==> config.mk <==
export PLATFORM = sky130hd
export DESIGN_NAME = dec66_rx
export DESIGN_NICKNAME = d
export VERILOG_FILES = /design/src/rtl/dec66_pkg.sv /design/src/rtl/dec66_classify.sv /design/src/rtl/dec66_lane.sv /design/src/rtl/dec66_rx.sv
export SDC_FILE = /design/constraint.sdc
export NUM_CORES = 1
export LEC_CHECK = 0
export ABC_AREA = 1
export BUFFER_PORTS_ARGS = -buffer_cell sky130_fd_sc_hd__buf_2
export CAP_MARGIN = 10
export CORE_ASPECT_RATIO = 2
export CORE_UTILIZATION = 36
export CTS_CLUSTER_DIAMETER = 50
export DETAILED_ROUTE_END_ITERATION = 10
export GPL_TIMING_DRIVEN = 1
export PLACE_DENSITY_LB_ADDON = 0.12
export SYNTH_ARGS = -nofsm -noshare
export SYNTH_HDL_FRONTEND = slang
export SYNTH_SLANG_ARGS = --single-unit
==> constraint.sdc <==
create_clock -name clk -period 1.6 [get_ports clk]
set_input_delay 0.08 -clock clk [delete_from_list [all_inputs] [get_ports clk]]
set_output_delay 0.08 -clock clk [all_outputs]
set_load 0.005 [all_outputs]
==> src/rtl/dec66_pkg.sv <==
package dec66_pkg;

   localparam int unsigned HDR_W  = 2;
   localparam int unsigned TYPE_W = 8;
   localparam int unsigned CHAR_W = 8;
   localparam int unsigned CODE_W = 7;

   localparam logic [HDR_W-1:0] HDR_DATA = 2'b01;
   localparam logic [HDR_W-1:0] HDR_CTRL = 2'b10;

   localparam logic [TYPE_W-1:0] TY_ALLCTL = 8'h1E;
   localparam logic [TYPE_W-1:0] TY_SOF0   = 8'h78;
   localparam logic [TYPE_W-1:0] TY_SOF4   = 8'h33;

   localparam logic [CHAR_W-1:0] CH_IDLE  = 8'h07;
   localparam logic [CHAR_W-1:0] CH_START = 8'hFB;
   localparam logic [CHAR_W-1:0] CH_TERM  = 8'hFD;
   localparam logic [CHAR_W-1:0] CH_ERROR = 8'hFE;

   localparam logic [CODE_W-1:0] CD_IDLE  = 7'h00;
   localparam logic [CODE_W-1:0] CD_ERROR = 7'h1E;

   typedef enum logic [2:0] {
      BK_DATA,
      BK_ALLCTL,
      BK_SOF0,
      BK_SOF4,
      BK_EOF,
      BK_BAD
   } blk_kind_e;

   function automatic logic [CHAR_W-1:0] code_to_char(input logic [CODE_W-1:0] cd);
      case (cd)
         CD_IDLE:  code_to_char = CH_IDLE;
         CD_ERROR: code_to_char = CH_ERROR;
         default:  code_to_char = CH_ERROR;
      endcase
   endfunction

endpackage

==> src/rtl/dec66_classify.sv <==
module dec66_classify
   import dec66_pkg::*;
(
   input  logic [HDR_W-1:0]  hdr,
   input  logic [TYPE_W-1:0] btype,
   output blk_kind_e         kind,
   output logic [2:0]        eof_lane
);

   always_comb begin
      kind     = BK_BAD;
      eof_lane = 3'd0;
      if (hdr == HDR_DATA) begin
         kind = BK_DATA;
      end else if (hdr == HDR_CTRL) begin
         case (btype)
            TY_ALLCTL: kind = BK_ALLCTL;
            TY_SOF0:   kind = BK_SOF0;
            TY_SOF4:   kind = BK_SOF4;
            8'h87: begin kind = BK_EOF; eof_lane = 3'd0; end
            8'h99: begin kind = BK_EOF; eof_lane = 3'd1; end
            8'hAA: begin kind = BK_EOF; eof_lane = 3'd2; end
            8'hB4: begin kind = BK_EOF; eof_lane = 3'd3; end
            8'hCC: begin kind = BK_EOF; eof_lane = 3'd4; end
            8'hD2: begin kind = BK_EOF; eof_lane = 3'd5; end
            8'hE1: begin kind = BK_EOF; eof_lane = 3'd6; end
            8'hFF: begin kind = BK_EOF; eof_lane = 3'd7; end
            default: kind = BK_BAD;
         endcase
      end
   end

endmodule

==> src/rtl/dec66_lane.sv <==
module dec66_lane
   import dec66_pkg::*;
#(
   parameter int unsigned LANE_IDX = 0
)(
   input  blk_kind_e         kind,
   input  logic [2:0]        eof_lane,
   input  logic [CHAR_W-1:0] raw_byte,
   input  logic [CHAR_W-1:0] pay_byte,
   input  logic [CHAR_W-1:0] sof0_byte,
   input  logic [CHAR_W-1:0] sof4_byte,
   input  logic [CODE_W-1:0] code,
   output logic [CHAR_W-1:0] ch,
   output logic              ct
);

   localparam logic [2:0] LIDX = 3'(LANE_IDX);

   always_comb begin
      ch = CH_ERROR;
      ct = 1'b1;
      case (kind)
         BK_DATA: begin
            ch = raw_byte;
            ct = 1'b0;
         end
         BK_ALLCTL: begin
            ch = code_to_char(code);
         end
         BK_SOF0: begin
            if (LIDX == 3'd0) begin
               ch = CH_START;
            end else begin
               ch = sof0_byte;
               ct = 1'b0;
            end
         end
         BK_SOF4: begin
            if (LIDX < 3'd4) begin
               ch = code_to_char(code);
            end else if (LIDX == 3'd4) begin
               ch = CH_START;
            end else begin
               ch = sof4_byte;
               ct = 1'b0;
            end
         end
         BK_EOF: begin
            if (LIDX < eof_lane) begin
               ch = pay_byte;
               ct = 1'b0;
            end else if (LIDX == eof_lane) begin
               ch = CH_TERM;
            end else begin
               ch = code_to_char(code);
            end
         end
         default: begin
            ch = CH_ERROR;
            ct = 1'b1;
         end
      endcase
   end

endmodule

==> src/rtl/dec66_rx.sv <==
module dec66_rx
   import dec66_pkg::*;
#(
   parameter int unsigned LANES = 8
)(
   input  logic                      clk,
   input  logic                      rst_n,
   input  logic [HDR_W+LANES*8-1:0]  blk_in,
   output logic [LANES*8-1:0]        xd_out,
   output logic [LANES-1:0]          xc_out
);

   localparam int unsigned BLK_W   = HDR_W + LANES*CHAR_W;
   localparam int unsigned PAY_LSB = HDR_W + TYPE_W;
   localparam int unsigned SOF4_LSB = PAY_LSB + 4*CODE_W + 4;

   if (LANES != 8) begin : g_bad_lanes
      $error("dec66_rx: the 66-bit block layout needs LANES == 8");
   end
   if (BLK_W != 66) begin : g_bad_width
      $error("dec66_rx: block width must be 66 bits");
   end

   blk_kind_e  kind;
   logic [2:0] eof_lane;

   dec66_classify i_classify (
      .hdr      (blk_in[HDR_W-1:0]),
      .btype    (blk_in[PAY_LSB-1:HDR_W]),
      .kind     (kind),
      .eof_lane (eof_lane)
   );

   logic [LANES*CHAR_W-1:0] d_nxt;
   logic [LANES-1:0]        c_nxt;

   for (genvar k = 0; k < LANES; k++) begin : g_lane
      logic [CHAR_W-1:0] pay_b, sof0_b, sof4_b;

      if (k <= 6) begin : g_pay
         assign pay_b = blk_in[PAY_LSB + CHAR_W*k +: CHAR_W];
      end else begin : g_nopay
         assign pay_b = '0;
      end

      if (k >= 1) begin : g_sof0
         assign sof0_b = blk_in[PAY_LSB + CHAR_W*(k-1) +: CHAR_W];
      end else begin : g_nosof0
         assign sof0_b = '0;
      end

      if (k >= 5) begin : g_sof4
         assign sof4_b = blk_in[SOF4_LSB + CHAR_W*(k-5) +: CHAR_W];
      end else begin : g_nosof4
         assign sof4_b = '0;
      end

      dec66_lane #(.LANE_IDX(k)) i_lane (
         .kind      (kind),
         .eof_lane  (eof_lane),
         .raw_byte  (blk_in[HDR_W + CHAR_W*k +: CHAR_W]),
         .pay_byte  (pay_b),
         .sof0_byte (sof0_b),
         .sof4_byte (sof4_b),
         .code      (blk_in[PAY_LSB + CODE_W*k +: CODE_W]),
         .ch        (d_nxt[CHAR_W*k +: CHAR_W]),
         .ct        (c_nxt[k])
      );
   end

   always_ff @(posedge clk or negedge rst_n) begin
      if (!rst_n) begin
         xd_out <= {LANES{CH_IDLE}};
         xc_out <= '1;
      end else begin
         xd_out <= d_nxt;
         xc_out <= c_nxt;
      end
   end

endmodule

==> results.md <==
* Yosys warning total at 0
* Required @ worst endpoint at 1.81 ns
* Initial Util at 37.0%
* Largest net degree at the start of global routing at 73
* Register area at 1840 sq um
* Antenna Cells at 0
* Multi-input logic area at 2080 sq um
* Hold EP: xd_out[3]
* Maximum vdd ir drop at between 0.5 and 0.6 mV
* Core box area at 10900 sq um
* Die X at ~77 microns
* FFs w/ async S/R, synth at 100%
* Clock Sinks at around 70
* Dpl ws at -0.524 ns
* Top-count cell post-synth: nand2_1
* Slew at the pin closest to its max-slew limit at between 0.5 and 0.6 ns
* Total track usage at 28.8%
* CTS buffer count at 9
* TritonCTS clock tree: yes
* Met1 WL at a little over 5 mm
* Clock-pin slew on the worst setup and hold paths at about 0.06 ns
* Final wirelength at around 17 mm
* CP top delay family: simple AND/OR/NAND/NOR gates
* Leak at 3.02 nW
* Crit path max-delay cell type: buf_4
* Die area at 11600 sq um
* DR WL met3 at roughly 600 microns
* Fmax at 635 MHz
* Crit path launch type: input port
* Hold_ws at -0.00521 ns
* Area grow syn2layout at 57.9%
* Final period util at 98.4%
* Hold Path Stages at 3
* Top FF cell, synth: dfrtp_1
* Die Span Y at between 150 and 200 microns
* Overall power at 5.12 mW
* Wire length per cell at 17.7 microns
* Commonest cells in the netlist: nand2_1 (157), nor2_1 (77), inv_1 (57), nand3_1 (57), dfrtp_1 (40)
* Yosys top cell area share at 24.8%
* Hold Crit Class: input port to register
* Final WS setup at 0.0255 ns
* Syn Std Cell Area at about 4000 sq um
* Top Layer Used: met4
* Crit path DAT at 1.79 ns
* Fraction of layout cells with a size suffix above 1 at between 40% and 50%
* First-pass GRT wire length at between 20 and 25 mm
* CP Capture Type: register
* Synth Register Bits at a little over 70
* DRT antenna net count at 0
* Initial DRC count at 279
* RSZ-0062 raised after global routing: yes
* Fill cell count at 1041
* Violated checks: negative hold slack
* Vias in the first global route at 4825
* Sequential-to-total area share from yosys stat at 45.7%
* Avg Inst Size Synth at about 7.3 sq um
* Cell taking the most area after synthesis: dfrtp_1
* Routed via count at around 4700
* Endpoints failing hold at 3
* Crit-path max FO at 8
* HPWL after DPL at 13.4 mm
* Util after Layout at 58.5%
* IO Port Bufs at 139
* H-tree depth at 3
* Layout Nets at about 860
* Via density per instance at slightly below 5
* Post-synth EDFFs at 0
* Max Cap Viol at 0
* Crit path largest cell delay at 0.15 ns
* DRT Pass-1 Iters at 4
* Antenna violations before repair at 0
* Min cycle time layout at 1.57 ns
* Worst Setup Path Type: input port to register
* Max-slew headroom at the worst pin at 63.9%
* Top Ports at 140
* Syn nets at 617
* Drt drc at 0
* CP Cell Sequence: buf_2 > nand2_4 > nor2_1 > nand2_1 > nand2_2 > buf_4 > nor2_4 > nand3_2 > nand2_2 > nand2_4 > buf_6 > nand2_8 > nor2_8 > buf_4 > buf_8 > o21ai_0 > nand3_1
* Setup Viol. Count Final at 0
* Root Buffer: clkbuf_16
* Max Root-Sink Buffers at 2
* PwrDens at 806 nW/um^2
* WL met2 at 9.65 mm
* Outcome: complete, but fails checks
* GRT overflow at 0
* HP Start: blk_in[5]
* Largest cells by area after synthesis: dfrtp_1 (25%), dfstp_2 (21%), nand2_1 (15%)
* Routability congestion estimate at approximately 0.86
* Synth Instances at approximately 550
* WP buf/inv at 5
* Row Count at 54
* Number of library cell types mapped by synthesis at 30
* Slew Viols, Final at 0
[power by group]
part	total, mW	switching (mW)	internal [mW]	leakage, nW
clock network	2.22	0.837	1.38	0.157
logic	0.928	0.523	0.405	2.14
registers	1.98	0.0285	1.95	0.722
total	5.12	1.39	3.74	3.02
[worst max-delay path by stage]
stage               startpoint          to  cells after the start
floorplan            blk_in[3]  xd_out[11]                     14
global placement     blk_in[8]  xd_out[63]                     13
detailed placement   blk_in[8]  xd_out[63]                     13
CTS                  blk_in[4]  xd_out[63]                     13
global route         blk_in[8]   xd_out[6]                     17
finish               blk_in[8]   xd_out[6]                     17
[cell type report]
cell class                 count  share of cell area, %
tap                          140                   2.75
inverter                      62                   3.70
timing repair buffer         247                   26.8
clock buffer                   9                   3.54
clock inverter                 7                   1.61
sequential                    72                   29.0
multi-input combinational    402                   32.6
[stage by stage]
stage | setup TNS (ns) | instance area, sq um | hold slack [ns] | std cells
floorplan | 0 | 4030 | -0.216 | 549
global placement | -25.33 | 5510 | 0.133 | 901
detailed placement | -25.31 | 5510 | 0.132 | 901
CTS | -0.371 | 5950 | 0.000600 | 926
global route | -0.395 | 6360 | 0.00287 | 939
finish | 0 | 6360 | -0.00521 | 939
[metal layers]
| layer | global-route usage (%) | vias up |
|---|---|---|
| li1 | - | 2245 |
| met1 | 24.7 | 2168 |
| met2 | 57.6 | 178 |
| met3 | 3.95 | 64 |
| met4 | 23.4 | 0 |
| met5 | 0 | - |
[kinds of logic after synthesis]
family                 count (synthesis)  synth area share (%)
buffers and inverters                 75                  8.26
AO/OA/AOI/OAI                         71                  9.84
flip-flops                            72                  45.7
AND/OR/NAND/NOR                      331                  36.2
[repair_timing]
item	in CTS	in global routing
endpoints found under the setup margin	41	63
buffers inserted	1	9
endpoints found under the hold margin	47	0
pin swaps	0	17
resized for setup	10	86
gates cloned	0	4
hold buffers	8	0
[cell usage in the layout, fill, tap and decap left out, types with 3 or more instances in the layout]
cell and instances:
a21oi_1 18, a21oi_2 3, buf_12 5, buf_2 133, buf_4 86, buf_6 11
clkbuf_16 12, dfrtp_1 40, dfstp_2 32, dlygate4sd3_1 8, inv_1 52, inv_2 9
nand2_1 139, nand2_2 19, nand2_4 7, nand3_1 49, nand3_2 10, nand4_1 8
nor2_1 64, nor2_2 13, nor2_4 8, nor3_1 3, nor4_1 6, o211ai_1 4
o21ai_0 25, o21ai_1 12, o21ai_2 3
[state kept, by name, indices dropped and copies added (netlist names)]
| register | flops |
|---|---|
| xd_out | 64 |
| xc_out | 8 |
No activity file was read; power rests on OpenSTA's default activity.
